File: src/rtl/dafilt_pkg.sv
package dafilt_pkg;

    typedef enum logic [1:0] {
        ST_IDLE   = 2'd0,
        ST_SHIFT  = 2'd1,
        ST_LOOKUP = 2'd2
    } flt_state_e;

    // Receive configuration bit positions
    localparam int CFG_BCAST   = 2;
    localparam int CFG_MCAST   = 3;
    localparam int CFG_PROMISC = 4;

endpackage

File: src/rtl/dafilt_crc_serial.sv
module dafilt_crc_serial #(
    parameter int unsigned           CRC_W = 32,
    parameter logic [CRC_W-1:0]      POLY  = 32'h04C11DB6
) (
    input  logic             clk_i,
    input  logic             rst_ni,
    input  logic             init_i,
    input  logic             step_i,
    input  logic             bit_i,
    output logic [CRC_W-1:0] crc_o
);

    logic [CRC_W-1:0] crc_q;
    logic [CRC_W-1:0] shifted;
    logic             feedback;

    always_comb begin
        feedback = crc_q[CRC_W-1] ^ bit_i;
        shifted  = {crc_q[CRC_W-2:0], 1'b0};
    end

    always_ff @(posedge clk_i or negedge rst_ni) begin
        if (!rst_ni) begin
            crc_q <= '1;
        end else if (init_i) begin
            crc_q <= '1;
        end else if (step_i) begin
            crc_q <= feedback ? ((shifted ^ POLY) | CRC_W'(1)) : shifted;
        end
    end

    assign crc_o = crc_q;

    AST_CRC_SEED: assert property (@(posedge clk_i) disable iff (!rst_ni)
        init_i |=> (crc_o == '1));
    AST_CRC_FB_SET: assert property (@(posedge clk_i) disable iff (!rst_ni)
        (step_i && !init_i && (crc_o[CRC_W-1] ^ bit_i)) |=> crc_o[0]);
    AST_CRC_FB_CLR: assert property (@(posedge clk_i) disable iff (!rst_ni)
        (step_i && !init_i && !(crc_o[CRC_W-1] ^ bit_i)) |=> !crc_o[0]);

endmodule

File: src/rtl/dafilt_addr_capture.sv
module dafilt_addr_capture #(
    parameter int unsigned BYTE_W  = 8,
    parameter int unsigned N_BYTES = 6,
    parameter int unsigned SEL_W   = 6
) (
    input  logic                      clk_i,
    input  logic                      rst_ni,
    input  logic                      start_i,
    input  logic                      load_en_i,
    input  logic [SEL_W-1:0]          load_sel_i,
    input  logic [BYTE_W-1:0]         byte_i,
    output logic [N_BYTES*BYTE_W-1:0] addr_o
);

    for (genvar g = 0; g < N_BYTES; g++) begin : g_byte
        logic [BYTE_W-1:0] byte_q;
        logic              take;

        if (g == 0) begin : g_first
            // First byte travels with the start strobe
            assign take = start_i;
        end else begin : g_rest
            // Byte g arrives g cycles after the start edge
            assign take = !start_i && load_en_i && (load_sel_i == SEL_W'(g - 1));
        end

        always_ff @(posedge clk_i or negedge rst_ni) begin
            if (!rst_ni) begin
                byte_q <= '0;
            end else if (take) begin
                byte_q <= byte_i;
            end
        end

        assign addr_o[g*BYTE_W +: BYTE_W] = byte_q;
    end

endmodule

File: src/rtl/dafilt_classify.sv
module dafilt_classify
    import dafilt_pkg::*;
#(
    parameter int unsigned ADDR_W = 48,
    parameter int unsigned HASH_W = 6,
    parameter int unsigned CFG_W  = 8
) (
    input  logic [ADDR_W-1:0]     addr_i,
    input  logic [HASH_W-1:0]     hash_i,
    input  logic [CFG_W-1:0]      cfg_i,
    input  logic [ADDR_W-1:0]     station_i,
    input  logic [2**HASH_W-1:0]  table_i,
    output logic                  accept_o
);

    logic is_bcast;
    logic is_group;
    logic tbl_hit;
    logic uni_hit;

    always_comb begin
        is_bcast = &addr_i;
        is_group = addr_i[0];
        // Upper index bits choose the byte, lower three the bit in it;
        // with bytes packed little-end first this is a flat bit index.
        tbl_hit  = table_i[hash_i];
        uni_hit  = (addr_i == station_i);

        if (cfg_i[CFG_PROMISC]) begin
            accept_o = 1'b1;
        end else if (is_bcast) begin
            accept_o = cfg_i[CFG_BCAST];
        end else if (is_group) begin
            accept_o = cfg_i[CFG_MCAST] && tbl_hit;
        end else begin
            accept_o = uni_hit;
        end
    end

endmodule

File: src/rtl/dest_addr_filter.sv
module dest_addr_filter
    import dafilt_pkg::*;
#(
    parameter int unsigned          BYTE_W     = 8,
    parameter int unsigned          ADDR_BYTES = 6,
    parameter int unsigned          CRC_W      = 32,
    parameter logic [CRC_W-1:0]     CRC_POLY   = 32'h04C11DB6,
    parameter int unsigned          HASH_W     = 6,
    parameter int unsigned          CFG_W      = 8
) (
    input  logic                         clk_i,
    input  logic                         rst_ni,
    input  logic                         start_i,
    input  logic [BYTE_W-1:0]            byte_i,
    input  logic [CFG_W-1:0]             rx_cfg_i,
    input  logic [BYTE_W*ADDR_BYTES-1:0] station_i,
    input  logic [2**HASH_W-1:0]         mcast_tbl_i,
    output logic                         accept_o,
    output logic                         done_o
);

    localparam int unsigned ADDR_W  = BYTE_W * ADDR_BYTES;
    localparam int unsigned CNT_W   = $clog2(ADDR_W);
    localparam int unsigned LAST    = ADDR_W - 1;
    localparam int unsigned LATENCY = ADDR_W + 1;

    flt_state_e        state_q, state_d;
    logic [CNT_W-1:0]  bit_cnt_q;
    logic [ADDR_W-1:0] addr_q;
    logic [CRC_W-1:0]  crc;
    logic              verdict;
    logic              in_shift;

    assign in_shift = (state_q == ST_SHIFT);

    // Next-state logic
    always_comb begin
        state_d = state_q;
        if (start_i) begin
            state_d = ST_SHIFT;
        end else begin
            unique case (state_q)
                ST_IDLE:   state_d = ST_IDLE;
                ST_SHIFT:  if (bit_cnt_q == CNT_W'(LAST)) state_d = ST_LOOKUP;
                ST_LOOKUP: state_d = ST_IDLE;
                default:   state_d = ST_IDLE;
            endcase
        end
    end

    // State register and bit counter
    always_ff @(posedge clk_i or negedge rst_ni) begin
        if (!rst_ni) begin
            state_q   <= ST_IDLE;
            bit_cnt_q <= '0;
        end else begin
            state_q <= state_d;
            if (start_i) begin
                bit_cnt_q <= '0;
            end else if (in_shift) begin
                bit_cnt_q <= (bit_cnt_q == CNT_W'(LAST)) ? '0 : bit_cnt_q + CNT_W'(1);
            end
        end
    end

    // Registered outputs
    always_ff @(posedge clk_i or negedge rst_ni) begin
        if (!rst_ni) begin
            accept_o <= 1'b0;
            done_o   <= 1'b0;
        end else if (start_i) begin
            accept_o <= 1'b0;
            done_o   <= 1'b0;
        end else if (state_q == ST_LOOKUP) begin
            accept_o <= verdict;
            done_o   <= 1'b1;
        end else begin
            done_o   <= 1'b0;
        end
    end

    dafilt_addr_capture #(
        .BYTE_W  (BYTE_W),
        .N_BYTES (ADDR_BYTES),
        .SEL_W   (CNT_W)
    ) i_capture (
        .clk_i      (clk_i),
        .rst_ni     (rst_ni),
        .start_i    (start_i),
        .load_en_i  (in_shift),
        .load_sel_i (bit_cnt_q),
        .byte_i     (byte_i),
        .addr_o     (addr_q)
    );

    dafilt_crc_serial #(
        .CRC_W (CRC_W),
        .POLY  (CRC_POLY)
    ) i_crc (
        .clk_i  (clk_i),
        .rst_ni (rst_ni),
        .init_i (start_i),
        .step_i (in_shift && !start_i),
        .bit_i  (addr_q[bit_cnt_q]),
        .crc_o  (crc)
    );

    dafilt_classify #(
        .ADDR_W (ADDR_W),
        .HASH_W (HASH_W),
        .CFG_W  (CFG_W)
    ) i_classify (
        .addr_i    (addr_q),
        .hash_i    (crc[CRC_W-1 -: HASH_W]),
        .cfg_i     (rx_cfg_i),
        .station_i (station_i),
        .table_i   (mcast_tbl_i),
        .accept_o  (verdict)
    );

    // Checker counter: edges since the most recent start
    localparam int unsigned CHK_W = $clog2(LATENCY + 3);
    logic [CHK_W-1:0] since_q;

    always_ff @(posedge clk_i or negedge rst_ni) begin
        if (!rst_ni) begin
            since_q <= '0;
        end else if (start_i) begin
            since_q <= CHK_W'(1);
        end else if (since_q != '0 && since_q < CHK_W'(LATENCY + 2)) begin
            since_q <= since_q + CHK_W'(1);
        end
    end

    AST_DONE_PULSE: assert property (@(posedge clk_i) disable iff (!rst_ni)
        done_o |=> !done_o);
    AST_DONE_LATENCY: assert property (@(posedge clk_i) disable iff (!rst_ni)
        done_o |-> (since_q == CHK_W'(LATENCY + 1)));
    AST_START_CLEARS: assert property (@(posedge clk_i) disable iff (!rst_ni)
        start_i |=> (!done_o && !accept_o));
    AST_ACCEPT_HELD: assert property (@(posedge clk_i) disable iff (!rst_ni)
        (!start_i && state_q != ST_LOOKUP) |=> $stable(accept_o));
    AST_PROMISC: assert property (@(posedge clk_i) disable iff (!rst_ni)
        (state_q == ST_LOOKUP && !start_i && rx_cfg_i[CFG_PROMISC]) |=> (accept_o && done_o));
    AST_BCAST: assert property (@(posedge clk_i) disable iff (!rst_ni)
        (state_q == ST_LOOKUP && !start_i && !rx_cfg_i[CFG_PROMISC] && (&addr_q))
        |=> (accept_o == $past(rx_cfg_i[CFG_BCAST])));

endmodule

File: config.mk
export PLATFORM = sky130hd
export DESIGN_NAME = dest_addr_filter
export DESIGN_NICKNAME = d
export VERILOG_FILES = /design/src/rtl/dafilt_pkg.sv /design/src/rtl/dafilt_crc_serial.sv /design/src/rtl/dafilt_addr_capture.sv /design/src/rtl/dafilt_classify.sv /design/src/rtl/dest_addr_filter.sv
export SDC_FILE = /design/constraint.sdc
export NUM_CORES = 1
export LEC_CHECK = 0
export ABC_AREA = 0
export BUFFER_PORTS_ARGS = -buffer_cell sky130_fd_sc_hd__buf_2
export CAP_MARGIN = 20
export CORE_MARGIN = 5
export CORE_UTILIZATION = 55
export CTS_CLUSTER_DIAMETER = 40
export DETAILED_ROUTE_END_ITERATION = 7
export GPL_ROUTABILITY_DRIVEN = 1
export PLACE_DENSITY = 0.77
export RECOVER_POWER = 25
export SLEW_MARGIN = 20
export SYNTH_ARGS = -nofsm -noshare
export SYNTH_HDL_FRONTEND = slang
export SYNTH_SLANG_ARGS = --single-unit
File: constraint.sdc
create_clock -name clk_i -period 3.3 [get_ports clk_i]
set_clock_uncertainty 0.1 [all_clocks]
set_input_delay 0.66 -clock clk_i [delete_from_list [all_inputs] [get_ports clk_i]]
set_output_delay 0.66 -clock clk_i [all_outputs]
set_load 0.01 [all_outputs]
==> metrics.md <==
| Metric | Value |
|---|---|
| Run status | `finished, final reports clean` |
| Via density | `6.31` |
| DR DRC count | `0` |
| Req. time, crit path | `3.49 ns` |
| RSZ-0062 raised after global routing | `false` |
| Synth top area cells | `dfrtp_1 (25%), dfstp_2 (15%), mux2_2 (10%), mux4_2 (8.9%), xnor2_1 (3.9%)` |
| Vias in the first global route | `5,097` |
| Fin. max-slew vios | `0` |
| Peak VDD IR | `420 uV` |
| Synth warn | `0` |
| Starting DRC count in detailed routing | `534` |
| Ys flop type | `dfrtp_1` |
| First-pass GRT wire length | `26,500 microns` |
| Largest net degree at the start of global routing | `54` |
| Die X | `113 microns` |
| Arrival @ worst endpoint | `3.14 ns` |
| Fraction of layout cells with a size suffix above 1 | `44.8%` |
| Post-synth EDFFs | `0` |
| Area Growth Syn to Fin | `17.2%` |
| Dpl hpwl | `12,200 microns` |
| TritonCTS clock tree | `yes` |
| Cell variety after synth | `54` |
| Asr flop ratio synth | `100%` |
| WS Path Type | `reg2reg` |
| Sequential share of the synthesized area | `39.6%` |
| Mapped Nets | `657` |
| Resize count post-CTS | `0` |
| Initial Util | `56.3%` |
| Die extent in y | `113 microns` |
| I/O Buffers | `127` |
| Cell count after synthesis | `522` |
| PD cells | `552 mW/mm^2` |
| Top-count cell post-synth | `dfrtp_1` |
| Initial antenna violation count | `0` |
| Post-CTS Setup Bufs | `0` |
| Leakage Power | `2.95 nW` |
| Hold buffers post-CTS | `0` |
| Worst-Margin Slew | `1.29 ns` |
| Max Cap Viol | `0` |
| Antenna viol nets, final | `0` |
| Wirelength, routed | `16,400 microns` |
| Routed wire per std cell | `21.0 microns` |
| Core Area | `0.0103 sq mm` |
| Cell row count | `37` |
| Grt total ovfl | `0` |
| Number of hold violations in the final report | `0` |
| CTS buffer count | `9` |
| H-tree levels | `3` |
| Root buf cell | `clkbuf_8` |
| Top-area cell type share of the netlist area | `25.1%` |
| Final setup TNS | `0 ns` |
| Util after Layout | `66.0%` |
| Max Buffers Root-to-Sink | `2` |
| Fin nets | `775` |
| Latest clock arrival within the worst-skew pair | `0.37 ns` |
| Routed vias | `4,932` |
| Routability cong. | `0.976` |
| Clk pin slew, worst setup/hold paths | `0.09 ns` |
| FF-to-FF setup slack | `0.35 ns` |
| Syn_area_per_cell | `11.1 sq um` |
| Pre-antenna DRT Iters | `5` |
| Non-filler cells, final | `781` |
| FF+latch count, synth | `90` |
| Fillers | `800` |
| Die area | `0.0127 sq mm` |
| Post-synth top cells | `dfrtp_1 (58), mux2_2 (53), nand2_1 (41), dfstp_2 (32), nand4_1 (27)` |
| # IOs | `133` |
| Worst rel slew slack | `14.0%` |
| Fmax | `0.339 GHz` |
| Cell Area, Synth | `0.00579 sq mm` |
| Finish-stage setup viols | `0` |
| CP Capture Type | `flop` |
| Fin crit share | `89.4%` |
| Crit path time final | `2.95 ns` |
| Placed cell count | `765` |
| CP Max Fanout | `16` |
| Crit path launch type | `flop` |
| Gr usage total | `26.2%` |
| Worst min path class | `reg2reg` |
| Sink Count | `90` |
| # diodes | `0` |
| Largest area contributor in the netlist | `dfrtp_1` |
## critical path, cell delays in order, from the launching register on
cell and delay, ns:
dfrtp_1 0.83, mux4_2 0.61, nand2_1 0.09, a21oi_1 0.15
or4_4 0.55, o22ai_4 0.13, buf_4 0.27, a221oi_1 0.13
## cells in the final DEF (no fill, tap or decap), types with 2 or more instances in the layout
| cell | n |
|---|---|
| or4_4 | 2 |
| nor2_1 | 19 |
| a221oi_1 | 4 |
| or3_1 | 4 |
| nand4_1 | 27 |
| nor2b_1 | 4 |
| o21ai_0 | 2 |
| clkbuf_8 | 10 |
| mux4_2 | 23 |
| o31ai_1 | 2 |
| o211ai_1 | 15 |
| nand2b_1 | 4 |
| buf_2 | 126 |
| nand2_1 | 41 |
| nor3_1 | 3 |
| inv_1 | 17 |
| mux2_2 | 53 |
| nand3b_1 | 14 |
| dfrtp_1 | 58 |
| dfstp_2 | 32 |
| xor2_1 | 23 |
| xnor2_1 | 26 |
| a221oi_2 | 10 |
| a22oi_1 | 2 |
| a21oi_1 | 9 |
| ha_1 | 4 |
| nand2_2 | 4 |
| o211a_1 | 2 |
| a211o_1 | 8 |
| bufinv_16 | 3 |
| o22ai_1 | 14 |
| mux2i_1 | 9 |
| nor4_1 | 12 |
| buf_4 | 15 |
| nand3_1 | 21 |
## kinds of logic after synthesis
family | Yosys count | synth area share (%)
DFF | 90 | 39.6
xor gates and xnor gates | 49 | 7.41
muxes | 85 | 20.8
and+or+nand+nor | 165 | 15.9
buffers and inverters | 52 | 4.15
AOI/OAI and AO/OA | 77 | 11.3
adders and majority gates | 4 | 0.865
## stage by stage
stage	instance area (sq um)	hold WS [ns]	worst slack, ns	power (W)
2_1_floorplan	5790	0.264	0.702	0.00244
3_3_place_gp	6540	0.374	0.466	0.00275
3_5_place_dp	6540	0.377	0.388	0.00281
4_1_cts	6790	0.230	0.377	0.00374
5_1_grt	6780	0.399	0.116	0.00394
6_report	6780	0.389	0.351	0.00374
## final timing paths
kind	depth (start not counted)	endpoint	from
max	7	i_crc.crc_o[8]$_DFFE_PN1P_	bit_cnt_q[1]$_DFFE_PN0P_
min	2	i_crc.crc_o[13]$_DFFE_PN1P_	i_crc.crc_o[13]$_DFFE_PN1P_
max reg2reg	7	i_crc.crc_o[8]$_DFFE_PN1P_	bit_cnt_q[1]$_DFFE_PN0P_
min reg2reg	2	i_crc.crc_o[13]$_DFFE_PN1P_	i_crc.crc_o[13]$_DFFE_PN1P_
max in group asynchronous	2	i_capture.g_byte[5].byte_q[0]$_DFFE_PN0P_	rst_ni
min in group asynchronous	1	i_capture.g_byte[2].byte_q[5]$_DFFE_PN0P_	rst_ni
## state kept, by name, indices dropped and copies added, names as in the netlist
name,flops
i_crc.crc_o,32
accept_o,1
bit_cnt_q,6
done_o,1
i_capture.g_byte.byte_q,48
state_q,2
## where the power goes
group          switching [W]  total (W)  internal (W)
Combinational       0.000451    0.00104      0.000585
Clock               0.000401   0.000927      0.000526
Sequential          0.000361    0.00178       0.00142
## area by class of cell
cell class	instances	area [sq um]	share of cell area [%]
flip-flops and latches	90	2290	33.8
clock buffers	10	138	2.03
well taps	136	170	2.51
clock inverters	6	113	1.66
multi-input cells	380	3260	48.0
inverters	17	63.8	0.941
repair buffers	142	748	11.0
## routing by layer
layer	GRT usage (%)	part of all wire [%]	up-vias
met5	0	0	-
met4	8.49	1.7	0
met3	9.06	11	28
met2	42.5	48	273
met1	33.0	39	2424
li1	-	-	2207
Note: power is estimated with default switching activity, not from simulation.
